[config.mk]
export PLATFORM = sky130hd
export DESIGN_NAME = uart_fifo_irq
export DESIGN_NICKNAME = d
export VERILOG_FILES = /design/src/rtl/uart_irq_pkg.sv /design/src/rtl/uart_rx_irq_cond.sv /design/src/rtl/uart_tx_req.sv /design/src/rtl/uart_irq_prio.sv /design/src/rtl/uart_fifo_irq.sv
export SDC_FILE = /design/constraint.sdc
export NUM_CORES = 1
export LEC_CHECK = 0
export ABC_AREA = 0
export BUFFER_PORTS_ARGS = -buffer_cell sky130_fd_sc_hd__buf_2
export CORE_AREA = 4 4 41 43
export CTS_CLUSTER_SIZE = 40
export DETAILED_ROUTE_END_ITERATION = 16
export DIE_AREA = 0 0 45 47
export HOLD_SLACK_MARGIN = 0.06
export PLACE_DENSITY = 0.63
export SLEW_MARGIN = 20
export SYNTH_ARGS = -nofsm -noshare
export SYNTH_HDL_FRONTEND = slang
export SYNTH_SLANG_ARGS = --single-unit
export TNS_END_PERCENT = 100
[constraint.sdc]
create_clock -name clk_i -period 2.77 [get_ports clk_i]
set_clock_uncertainty 0.2 [all_clocks]
set_input_delay 0.554 -clock clk_i [delete_from_list [all_inputs] [get_ports clk_i]]
set_output_delay 0.554 -clock clk_i [all_outputs]
set_load 0.05 [all_outputs]
[src/rtl/uart_irq_pkg.sv]
package uart_irq_pkg;
  localparam logic [7:0] IID_NONE = 8'hC1;
  localparam logic [7:0] IID_LSR  = 8'hC6;
  localparam logic [7:0] IID_RDA  = 8'hC4;
  localparam logic [7:0] IID_TMO  = 8'hCC;
  localparam logic [7:0] IID_TXR  = 8'hC2;

  typedef struct packed {
    logic lsr;
    logic rda;
    logic tmo;
    logic txr;
  } irq_src_t;

  function automatic int unsigned trig_level(input logic [1:0] sel);
    case (sel)
      2'd0:    return 1;
      2'd1:    return 4;
      2'd2:    return 8;
      default: return 14;
    endcase
  endfunction
endpackage

[src/rtl/uart_rx_irq_cond.sv]
module uart_rx_irq_cond
  import uart_irq_pkg::*;
#(
  parameter int unsigned CW = 5
) (
  input  logic          clk_i,
  input  logic          rst_ni,
  input  logic          en_i,
  input  logic [1:0]    trig_sel_i,
  input  logic [CW-1:0] level_i,
  input  logic          push_i,
  input  logic          head_err_i,
  input  logic          timeout_i,
  output logic          lsr_o,
  output logic          rda_o,
  output logic          tmo_o,
  output logic          dr_o
);
  logic [CW-1:0] trig;
  logic          nonempty;
  logic          dr_q;

  assign trig     = CW'(trig_level(trig_sel_i));
  assign nonempty = (level_i != '0);
  assign lsr_o    = en_i & head_err_i & nonempty;
  assign rda_o    = en_i & (level_i >= trig);
  assign tmo_o    = en_i & timeout_i;

  always_ff @(posedge clk_i or negedge rst_ni) begin
    if (!rst_ni)       dr_q <= 1'b0;
    else if (push_i)   dr_q <= 1'b1;
    else if (!nonempty) dr_q <= 1'b0;
  end
  assign dr_o = dr_q;

  p_rda_drop_r3: assert property (@(posedge clk_i) disable iff (!rst_ni)
    (level_i < trig) |-> !rda_o);
  p_dr_set_r6: assert property (@(posedge clk_i) disable iff (!rst_ni)
    push_i |=> dr_o);
  p_dr_clr_r6: assert property (@(posedge clk_i) disable iff (!rst_ni)
    (!push_i && level_i == '0) |=> !dr_o);
endmodule

[src/rtl/uart_tx_req.sv]
module uart_tx_req #(
  parameter int unsigned DEPTH = 16,
  parameter int unsigned CW    = 5
) (
  input  logic          clk_i,
  input  logic          rst_ni,
  input  logic [CW-1:0] level_i,
  input  logic          wr_i,
  output logic          pend_o
);
  localparam int unsigned HALF = DEPTH / 2;

  logic half, half_q, pend_q;

  assign half = (level_i <= CW'(HALF));

  always_ff @(posedge clk_i or negedge rst_ni) begin
    if (!rst_ni) begin
      half_q <= 1'b0;
      pend_q <= 1'b0;
    end else begin
      half_q <= half;
      if (wr_i)                pend_q <= 1'b0;
      else if (half && !half_q) pend_q <= 1'b1;
      else if (!half)          pend_q <= 1'b0;
    end
  end
  assign pend_o = pend_q;

  p_wr_clear_r8: assert property (@(posedge clk_i) disable iff (!rst_ni)
    wr_i |=> !pend_o);
  p_entry_r7: assert property (@(posedge clk_i) disable iff (!rst_ni)
    (half && !half_q && !wr_i) |=> pend_o);
endmodule

[src/rtl/uart_irq_prio.sv]
module uart_irq_prio
  import uart_irq_pkg::*;
(
  input  logic       clk_i,
  input  logic       rst_ni,
  input  irq_src_t   src_i,
  output logic [7:0] iid_o,
  output logic       irq_o
);
  always_comb begin
    if (src_i.lsr)      iid_o = IID_LSR;
    else if (src_i.rda) iid_o = IID_RDA;
    else if (src_i.tmo) iid_o = IID_TMO;
    else if (src_i.txr) iid_o = IID_TXR;
    else                iid_o = IID_NONE;
  end
  assign irq_o = |src_i;

  p_lsr_top_r4: assert property (@(posedge clk_i) disable iff (!rst_ni)
    src_i.lsr |-> iid_o == IID_LSR);
  p_idle_r10: assert property (@(posedge clk_i) disable iff (!rst_ni)
    (src_i == '0) |-> (iid_o == IID_NONE && !irq_o));
  p_req_bit0_r10: assert property (@(posedge clk_i) disable iff (!rst_ni)
    irq_o |-> !iid_o[0]);
endmodule

[src/rtl/uart_fifo_irq.sv]
module uart_fifo_irq
  import uart_irq_pkg::*;
#(
  parameter int unsigned DEPTH = 16,
  localparam int unsigned CW   = $clog2(DEPTH + 1)
) (
  input  logic          clk_i,
  input  logic          rst_ni,
  input  logic          fifo_en_i,
  input  logic          rx_ie_i,
  input  logic          tx_ie_i,
  input  logic [1:0]    trig_sel_i,
  input  logic [CW-1:0] rx_level_i,
  input  logic          rx_push_i,
  input  logic          rx_head_err_i,
  input  logic          rx_timeout_i,
  input  logic [CW-1:0] tx_level_i,
  input  logic          thr_wr_i,
  output logic          irq_o,
  output logic [7:0]    iid_o,
  output logic          data_ready_o
);
  irq_src_t src;
  logic     tx_pend;

  uart_rx_irq_cond #(.CW(CW)) u_rx (
    .clk_i, .rst_ni,
    .en_i       (fifo_en_i & rx_ie_i),
    .trig_sel_i,
    .level_i    (rx_level_i),
    .push_i     (rx_push_i),
    .head_err_i (rx_head_err_i),
    .timeout_i  (rx_timeout_i),
    .lsr_o      (src.lsr),
    .rda_o      (src.rda),
    .tmo_o      (src.tmo),
    .dr_o       (data_ready_o)
  );

  uart_tx_req #(.DEPTH(DEPTH), .CW(CW)) u_tx (
    .clk_i, .rst_ni,
    .level_i (tx_level_i),
    .wr_i    (thr_wr_i),
    .pend_o  (tx_pend)
  );

  assign src.txr = fifo_en_i & tx_ie_i & tx_pend;

  uart_irq_prio u_prio (
    .clk_i, .rst_ni,
    .src_i (src),
    .iid_o,
    .irq_o
  );

  p_gate_r9: assert property (@(posedge clk_i) disable iff (!rst_ni)
    !fifo_en_i |-> (!irq_o && iid_o == IID_NONE));
  p_rda_r2: assert property (@(posedge clk_i) disable iff (!rst_ni)
    (fifo_en_i && rx_ie_i && !src.lsr &&
     rx_level_i >= CW'(trig_level(trig_sel_i))) |-> iid_o == IID_RDA);
endmodule

== Yosys cells after proc, flatten, opt, wreduce, memory -nomap -nowiden ==
Cells that the tools add are included.
Word-level totals
  flip-flop bits (word level): 3
  output and inout bits: 10
  input port bits: 21
  logic and storage cells: 31
Cells by class
  magnitude comparators: 2
  eq/ne operators: 4
  multiplexer cells: 10
  bitwise gates (word level): 7
  reductions and logical operators: 5
Operators by type and width (number)
  8-bit two-way mux: 3
  4-bit case mux with 3 select lines: 1
  1-bit bitwise AND: 7
  5-bit by 4-bit >= comparator with 1-bit output: 1
  5-bit by 4-bit less-or-equal comparator with 1-bit output (second input constant): 1
  1-bit two-way mux: 5
  5-bit nonzero test: 1
  4-bit OR reduction: 1
  3-bit inequality test (second input constant): 1
  2-bit by 1-bit equality test with 1-bit output (second input constant): 1
  2-bit equality test (second input constant): 1
  2-bit logical NOT: 1
  2-bit two-way mux: 1
  2-bit inequality test (second input constant): 1
  1-bit logical AND: 1
  1-bit logical NOT: 1

== Logic depth before layout (Yosys ltp) ==
Gate-level depths: netlist of the first run.
  depth in word-level cells: 6
  mapped depth: 6
  gate-level depth less buffers: 6

== Cells and area by module ==
Synthesis of the first run repeated with hierarchy kept, for this count alone.
Unflattened totals
  cells, all modules: 41
  area, all modules: 345.3 um^2
Modules (own cells, without submodules)
  uart_rx_irq_cond: times used 1, area an instance 158.9 um^2, seq. area each 25.0 um^2, cells an instance 21
  uart_tx_req: times used 1, area an instance 93.8 um^2, seq. area each 50.0 um^2, cells an instance 6
  uart_irq_prio: times used 1, area an instance 80.1 um^2, seq. area each 0.0 um^2, cells an instance 12
  uart_fifo_irq: times used 1, area an instance 12.5 um^2, seq. area each 0.0 um^2, cells an instance 2

== Least setup slack after synthesis of the first run ==
OpenSTA, ideal clock, no wires.
  kind: input -> output
  start point: input rx_level_i[2]
  end point: output iid_o[0]
  path buffers: 0
  arrival time: 2.753 ns
  stages on the path: 4
  data required time: 2.016 ns
  setup slack: -0.737 ns
  path through: or4_4 o21a_1 o211a_1 a311oi_1
On the way
  cells in the longest elaborated chain, start to end: 4
  elaborated cells on any way between the ends: 6
  those cells by class: order compare: 1; mux: 2; bitwise: 2; reduce/logical: 1
Ends and longest elaborated chain
  start, declared: RTL line uart_fifo_irq.sv:13  | input logic [CW-1:0] rx_level_i,
  5-bit by 4-bit >= comparator with 1-bit output: RTL line uart_rx_irq_cond.sv:26  | assign rda_o = en_i & (level_i >= trig);
  1-bit bitwise AND: RTL line uart_rx_irq_cond.sv:26
  8-bit two-way mux: RTL line uart_irq_prio.sv:12  | else if (src_i.rda) iid_o = IID_RDA;
  8-bit two-way mux (*): RTL line uart_irq_prio.sv:11  | if (src_i.lsr) iid_o = IID_LSR;
  end, declared: RTL line uart_fifo_irq.sv:20  | output logic [7:0] iid_o,
Mark *: on every way between the ends. The rest lies on a longest branch, timed or not.

== Final worst setup path of the first run ==
  start point: input rx_level_i[1]
  end point: output irq_o
On the way
  cells in the longest elaborated chain, start to end: 3
  elaborated cells on any way between the ends: 5
  those cells by class: order compare: 1; bitwise: 2; reduce/logical: 2
Ends and longest elaborated chain
  5-bit by 4-bit >= comparator with 1-bit output / 5-bit nonzero test (equally long branches): RTL line uart_rx_irq_cond.sv:26, uart_rx_irq_cond.sv:24
  1-bit bitwise AND (on tied branches): RTL line uart_rx_irq_cond.sv:26, uart_rx_irq_cond.sv:25
  4-bit OR reduction (*): RTL line uart_irq_prio.sv:17  | assign irq_o = |src_i;
  end, declared: RTL line uart_fifo_irq.sv:19  | output logic irq_o,
Marked as above.

==> results of run 1 <==
==> routing by layer <==
layer	vias to the layer above	GRT usage (%)	routed length, um	part of all wire (%)
met4	0	3.51	8	0.80
met3	2	2.30	110	11
met2	21	17.2	518	52
met1	195	10.3	356	36
li1	221	-	-	-
met5	-	0	0	0
==> report_power, final <==
group          switching (uW)  total, uW  internal (uW)
Combinational            70.7        125           54.1
Sequential              0.590       46.4           45.8
Clock                    25.2       79.4           54.2
==> per-stage QoR <==
stage | power [uW] | hold slack, ps | std cells | TNS (ps) | instance area [um2]
after floorplan | 112 | 58.4 | 46 | -210 | 388
final | 251 | 268 | 95 | -95.5 | 698
after detailed placement | 146 | 154 | 90 | -879 | 559
after global routing | 264 | 273 | 95 | -240 | 698
after CTS | 241 | 261 | 95 | -223 | 644
after global placement | 145 | 151 | 90 | -753 | 559
==> final cells by class <==
cell class	count	share of cell area, %
Clock buffer	4	3.76
Multi-Input combinational cell	34	45.7
Sequential cell	3	10.8
Tap cell	15	2.69
Timing Repair Buffer	34	34.4
Inverter	5	2.69
==> worst register-to-register path, delay by kind of cell (launching register included) <==
family / cells / cell delay [ps]
flip-flops: 1 / 350
AND/OR/NAND/NOR: 2 / 280
==> timing repair <==
item,in CTS,in global routing
endpoints found under the setup margin,5,5
hold buffers,1,0
pin swaps,7,6
resized for setup,14,10
hold endpoints to repair,3,0
==> synth_stat cells (all sizes together) <==
| master | count |
|---|---|
| inv | 5 |
| a31oi | 1 |
| nor3b | 1 |
| nor2 | 2 |
| a211oi | 1 |
| or3 | 1 |
| nand3 | 2 |
| or4 | 1 |
| nor3 | 1 |
| nor4 | 1 |
| o211a | 1 |
| nand2 | 1 |
| buf | 4 |
| or2 | 2 |
| ha | 4 |
| a31o | 1 |
| o21ai | 3 |
| nor2b | 1 |
| dfrtp | 3 |
| a311o | 1 |
| nand2b | 1 |
| o21a | 1 |
| a311oi | 1 |
| a21oi | 2 |
| conb | 2 |
==> worst max-delay path by stage <==
stage / from / end / slack [ps]
3_5_place_dp: rx_level_i[2] / iid_o[3] / -220
2_1_floorplan: trig_sel_i[0] / iid_o[0] / -140
5_1_grt: rx_level_i[1] / irq_o / -110
4_1_cts: rx_level_i[1] / irq_o / -110
3_3_place_gp: rx_level_i[2] / iid_o[3] / -200
6_report: rx_level_i[1] / irq_o / -70
==> registers in the layout, summed over array words and instances, names as in the netlist <==
| name | count |
|---|---|
| u_tx.pend_o | 1 |
| u_tx.half_q | 1 |
| u_rx.dr_o | 1 |
==> cell families (layout without fill, tap and decap cells) <==
logic type | Yosys count | after routing | share of synthesized area, %
fa+ha+maj | 4 | 4 | 14.4
compound gates | 12 | 12 | 24.1
simple gates | 14 | 14 | 23.7
flops | 3 | 3 | 21.6
buf+inv | 9 | 43 | 14.0
other cells | 2 | 4 | 2.16
==> metrics.yaml, run 1 <==
status: "finished with violations"
violations: "setup timing"
setup-violations-final: 2
drv_slew: 0
hold_depth: 2
crit_slowest_cell: "or4_4"
critPathKind: "in2out"
num_vias: 439
grt_pass1_vias: 391
crit_cells: 6
clk_pin_slew_ps: 40
r2r_end: "u_tx.pend_o"
crit_buf_inv: 2
die_w_um: 45
crit_family: "compound AO/OA/AOI/OAI gates"
gr-usage-all-layers_pct: 9.34
hp-start: "thr_wr_i"
postCtsSetupBuffers: 0
htreeDepth: 1
synth_top_area_cell: "dfrtp_1"
cts_sinks: 3
final_nets: 106
clockBufferDepth: 2
min_to: "u_tx.pend_o"
finalWeightedCongestion: 0.665
die_area_um2: 2120
rsz0062_at_grt: "true"
crit_path_start_kind: "primary input"
max_freq_mhz: 353
r2r_cells: 2
crit_required_ps: 2020
grt_first_pass_wirelength_mm: 1.45
min_period_ps: 2840
initialDrtViolationCount: 2
cts_tree: "built"
viasPerCell: 4.62
grt_antenna_before_repair: 0
root_buffer: "clkbuf_4"
layout_commonest_cell: "buf_2"
crit_chain: "buf_6, or4_4, o21a_1, o211a_1, a311o_1, buf_6"
dpl_worst_slack_ps: -222
place_hpwl_um: 832
peakVddDrop_uv: 200
num_io_pins: 31
finalCritPeriodShare_pct: 102
rrSetupSlack_ps: 1860
die_y_um: 47
grt.overflow.total: 0
firstDrtPassIters: 4
finalWorstSetupSlack_ps: -66.3
cp_max_fo: 3
hold_path.class: "in2reg"
fp-row-count: 13
start_util_pct: 26.7
syn_inst: 44
power_density_nw_per_um2: 359
cap_viol_max_count: 0
seq_area_frac_synth_pct: 21.6
synth-seq-cells: 3
drc: 0
yosys_warnings: 0
mostFrequentLayoutCells: "buf_2 (19), buf_6 (8), buf_4 (6), inv_1 (4), conb_1 (4)"
multi_input_area_um2: 319
ant_nets: 0
timing_hold_violations_final: 0
synth_top_area_share_pct: 21.6
grt_max_degree: 8
fillers: 128
ys_top_cells_by_area: "dfrtp_1 (22%), ha_1 (14%), buf_4 (8.6%)"
regArea_um2: 75.1
crit_top_cell: "buf_6"
clk_latency_ps: 240
final_layout_size_suffix_gt1_share_pct: 62.5
core_area_um2: 1300
synthDistinctLibCells: 25
crit_path_end_kind: "output port"
diodes: 0
cpPeakStageDelay_ps: 520
fin_util_pct: 53.7
synth_area_per_cell_um2: 7.91
numCtsBuffers: 3
cp.arrival_ps: 2080
io_buffers: 26
drt-total-wl_um: 994
wl_per_cell_um: 10.5
synth_area_um2: 348
r2r_start: "u_tx.half_q"
power_leakage_uw: 0.000346
area_delta_synth_final_pct: 101
No activity file was read; power rests on OpenSTA's default activity.
==> inputs of run 2 (changes only) <==
--- a/config.mk
+++ b/config.mk
@@ -7,10 +7,10 @@
 export LEC_CHECK = 0
 export ABC_AREA = 0
 export BUFFER_PORTS_ARGS = -buffer_cell sky130_fd_sc_hd__buf_2
-export CORE_AREA = 4 4 41 43
+export CORE_AREA = 2 2 39 41
 export CTS_CLUSTER_SIZE = 40
 export DETAILED_ROUTE_END_ITERATION = 16
-export DIE_AREA = 0 0 45 47
+export DIE_AREA = 0 0 41 43
 export HOLD_SLACK_MARGIN = 0.06
 export PLACE_DENSITY = 0.63
 export SLEW_MARGIN = 20
==> metrics.yaml, run 2 (same netlist as run 1, synthesis figures left out) <==
status: "finished with violations"
violations: "setup timing"
cts_tree: "built"
min_to: "u_tx.pend_o"
power_uw: 240
initialDrtViolationCount: 3
num_vias: 421
grt.overflow.total: 0
grt_max_degree: 8
drv_slew: 0
core_area_um2: 1380
crit_path_end_kind: "output port"
hold_slack_ps: 279
num_io_pins: 31
crit_path_start_kind: "primary input"
place_hpwl_um: 720
peakVddDrop_uv: 178
crit_required_ps: 2020
hp-start: "thr_wr_i"
finalWorstSetupSlack_ps: -76.6
min_period_ps: 2850
grt_antenna_before_repair: 0
clockBufferDepth: 2
hold_path.class: "in2reg"
wl_per_cell_um: 9.60
power_density_nw_per_um2: 354
finalWeightedCongestion: 0.653
crit_slowest_cell: "or4_4"
fp-row-count: 14
drc: 0
gr-usage-all-layers_pct: 11.1
drt-total-wl_um: 922
clk_pin_slew_ps: 40
start_util_pct: 25.1
firstDrtPassIters: 3
setup-violations-final: 3
grt_first_pass_wirelength_mm: 1.41
r2r_start: "u_tx.half_q"
cap_viol_max_count: 0
cts_sinks: 3
fillers: 140
hold_depth: 2
crit_top_cell: "buf_6"
critPathKind: "in2out"
final_nets: 106
grt_pass1_vias: 385
r2r_cells: 2
htreeDepth: 1
numCtsBuffers: 3
timing_hold_violations_final: 0
ant_nets: 0
io_buffers: 26
diodes: 0
rsz0062_at_grt: "true"
critPathLaunch: "rx_level_i[4]"
area_delta_synth_final_pct: 95.3
die_area_um2: 1760
power_leakage_uw: 0.000343
cp_max_fo: 3
cpPeakStageDelay_ps: 530
cp.arrival_ps: 2090
max_freq_mhz: 351
root_buffer: "clkbuf_4"
crit_chain: "buf_6, or4_4, o21a_1, o211a_1, a311o_1, buf_6"
viasPerCell: 4.39
final_area_um2: 679
placed_cell_area_um2: 553
layout_commonest_cell: "buf_2"
final_layout_size_suffix_gt1_share_pct: 60.0
finalCritPeriodShare_pct: 103
die_w_um: 41
mostFrequentLayoutCells: "buf_2 (18), buf_6 (8), buf_4 (7), inv_1 (4), conb_1 (4)"
clk_latency_ps: 230
rrSetupSlack_ps: 1840
r2r_end: "u_tx.pend_o"
die_y_um: 43
[run 2: cell counts in the layout (fill, tap and decap cells not counted)]
No cell type changed its count.
[run 2: routing by layer]
metal | routed length, um | global-route usage [%] | up-vias
met5 | 0 | 0 | -
met4 | 0 | 4.00 | 0
met3 | 77 | 0.524 | 0
met2 | 537 | 18.8 | 17
met1 | 307 | 14.0 | 183
li1 | - | - | 221
[run 2: what timing repair did]
action                                  4_1_cts  5_1_grt
buffers inserted                              1        0
hold buffers                                  1        0
gates resized for setup                      13        8
endpoints found under the setup margin        5        5
pin swaps                                     7       10
endpoints found under the hold margin         3        0
[run 2: layout make-up]
| class | instances | area [um2] | area share (%) |
|---|---|---|---|
| Multi-Input combinational cell | 34 | 294 | 43.3 |
| Timing Repair Buffer | 34 | 243 | 35.7 |
| Sequential cell | 3 | 75.1 | 11.0 |
| Clock buffer | 4 | 26.3 | 3.87 |
| Inverter | 5 | 21.3 | 3.13 |
| Tap cell | 16 | 20.0 | 2.95 |
[run 2: through the flow]
stage	worst slack [ps]	instances	utilization [%]	TNS, ps
finish	-76.6	96	49.1	-117
global route	-115	96	49.1	-251
CTS	-108	96	46.5	-250
detailed placement	-197	90	40.0	-788
global placement	-192	90	40.0	-753
floorplan	-139	46	-	-210
[run 2: how the worst max path moves through the flow]
stage,endpoint,slack (ps),cells past startpoint
floorplan,iid_o[0],-140,6
global placement,iid_o[0],-190,6
detailed placement,iid_o[3],-200,8
CTS,irq_o,-110,6
global route,irq_o,-120,6
finish,irq_o,-80,6
[run 2: worst max-delay path: cells and delay by family]
| kind | cells | cell delay (ps) |
|---|---|---|
| compound gates | 3 | 750 |
| simple gates | 1 | 530 |
| buf+inv | 2 | 250 |
[run 2: power breakdown]
group,switching [uW],internal [uW]
clock,22.6,54.0
combinational,66.3,50.9
sequential,0.619,45.9
==> inputs of run 3 (changes only) <==
--- a/config.mk
+++ b/config.mk
@@ -7,6 +7,7 @@
 export LEC_CHECK = 0
 export ABC_AREA = 0
 export BUFFER_PORTS_ARGS = -buffer_cell sky130_fd_sc_hd__buf_2
+export CAP_MARGIN = 10
 export CORE_AREA = 2 2 39 41
 export CTS_CLUSTER_SIZE = 40
 export DETAILED_ROUTE_END_ITERATION = 16
==> constraint.sdc (replaced) <==
create_clock -name clk_i -period 2.77 [get_ports clk_i]
set_clock_uncertainty 0.2 [all_clocks]
set_input_delay 0 -clock clk_i [delete_from_list [all_inputs] [get_ports clk_i]]
set_output_delay 0 -clock clk_i [all_outputs]
set_load 0.05 [all_outputs]
==> metrics.yaml, run 3 (same netlist as run 1, synthesis figures left out) <==
num_vias: 426
peakVddDrop_uv: 202
ant_nets: 0
num_io_pins: 31
fin_cells: 95
firstDrtPassIters: 3
drv_slew: 0
wl_per_cell_um: 8.77
final_layout_size_suffix_gt1_share_pct: 41.8
die_y_um: 43
grt_max_degree: 8
die_w_um: 41
timing_hold_violations_final: 0
place_hpwl_um: 698
rrSetupSlack_ps: 1390
power_leakage_uw: 0.000306
fin_util_pct: 41.3
clk_latency_ps: 230
mostFrequentLayoutCells: "buf_2 (26), dlygate4sd3_1 (7), inv_1 (5), ha_1 (4), conb_1 (4)"
core_area_um2: 1380
area_delta_synth_final_pct: 64.4
cts_tree: "built"
r2r_end: "u_rx.dr_o"
crit_top_cell: "buf_2"
critPathKind: "in2out"
cpPeakStageDelay_ps: 380
crit_path_end_kind: "output port"
start_util_pct: 25.1
cp.arrival_ps: 1630
critPathLaunch: "trig_sel_i[0]"
viasPerCell: 4.48
grt_first_pass_wirelength_mm: 1.46
drt-total-wl_um: 833
cp_max_fo: 5
root_buffer: "clkbuf_4"
initialDrtViolationCount: 6
setup-violations-final: 0
finalWeightedCongestion: 0.798
numCtsBuffers: 3
setup-tns-final_ps: 0
cp-endpoint: "irq_o"
power_density_nw_per_um2: 371
grt_antenna_before_repair: 0
crit_family: "compound AO/OA/AOI/OAI gates"
met2_usage_pct: 20.6
crit_cells: 8
hold_path.class: "in2out"
crit_required_ps: 2570
placedCellCount: 84
layout_commonest_cell: "buf_2"
r2r_start: "u_rx.dr_o"
drc: 0
rsz0062_at_grt: "false"
max_freq_mhz: 545
die_area_um2: 1760
r2r_cells: 3
use_met3_pct: 1.57
crit_chain: "buf_2, inv_1, ha_1, or2_2, a211oi_1, a21oi_1, a311o_1, buf_2"
gr-usage-all-layers_pct: 11.9
grt.overflow.total: 0
crit_slowest_cell: "a311o_1"
cap_viol_max_count: 0
clockBufferDepth: 2
min_period_ps: 1830
cts_sinks: 3
grt-busiest-layer: "met2"
crit_path_start_kind: "primary input"
finalCritPeriodShare_pct: 66.2
grt_use_met1_pct: 12.9
htreeDepth: 1
crit_buf_inv: 3
status: "finished clean"
io_buffers: 26
final_nets: 105
diodes: 0
grt_pass1_vias: 406
fp-row-count: 14
cts-resized-gates: 0
## run 3: where the power goes
group	total (uW)	switching (uW)	internal, uW	leakage [uW]
clock network	77.1	23.1	54.0	0.0000150
registers	46.4	0.539	45.8	0.0000352
logic	88.5	55.7	32.8	0.000255
total	212	79.3	133	0.000306
## run 3: what timing repair did
item | in CTS | in global routing
buffers inserted | 0 | 0
hold endpoints to repair | 6 | 0
hold buffers | 7 | 0
## run 3: metal layers
layer	vias up	part of all wire (%)
met3	0	8.2
li1	220	-
met1	190	37
met4	0	0
met5	-	0
met2	16	55
## run 3: tightest hold or removal path, cell delays in order
cell and delay [ps]:
buf_2 110, nand3_1 60, nor3_1 50, buf_2 200
## run 3: cell type report
| type | instances | area (um2) |
|---|---|---|
| clock buffer | 4 | 26.3 |
| timing repair buffer | 33 | 200 |
| tap | 16 | 20.0 |
| inverter | 5 | 18.8 |
| multi-input combinational | 34 | 231 |
| sequential | 3 | 75.1 |
| fill | 157 | 812 |
## run 3: metrics by stage
stage                     hold slack [ps]  setup WS [ps]  total power, uW  cell area (um2)
after floorplan                      -496            371              106              355
after global placement               -402            946              128              475
after detailed placement             -399            935              129              475
after CTS                             218            933              216              572
after global routing                  231            778              224              572
final                                 219            936              212              572
## run 3: worst min-delay path by stage
stage | end | slack [ps] | cells past startpoint | from
after floorplan | u_rx.dr_o | -500 | 0 | rst_ni
after global placement | u_rx.dr_o | -400 | 1 | rst_ni
after detailed placement | u_rx.dr_o | -400 | 1 | rst_ni
after CTS | iid_o[3] | 220 | 4 | rx_timeout_i
after global routing | iid_o[3] | 230 | 4 | rx_timeout_i
final | iid_o[3] | 220 | 4 | rx_timeout_i
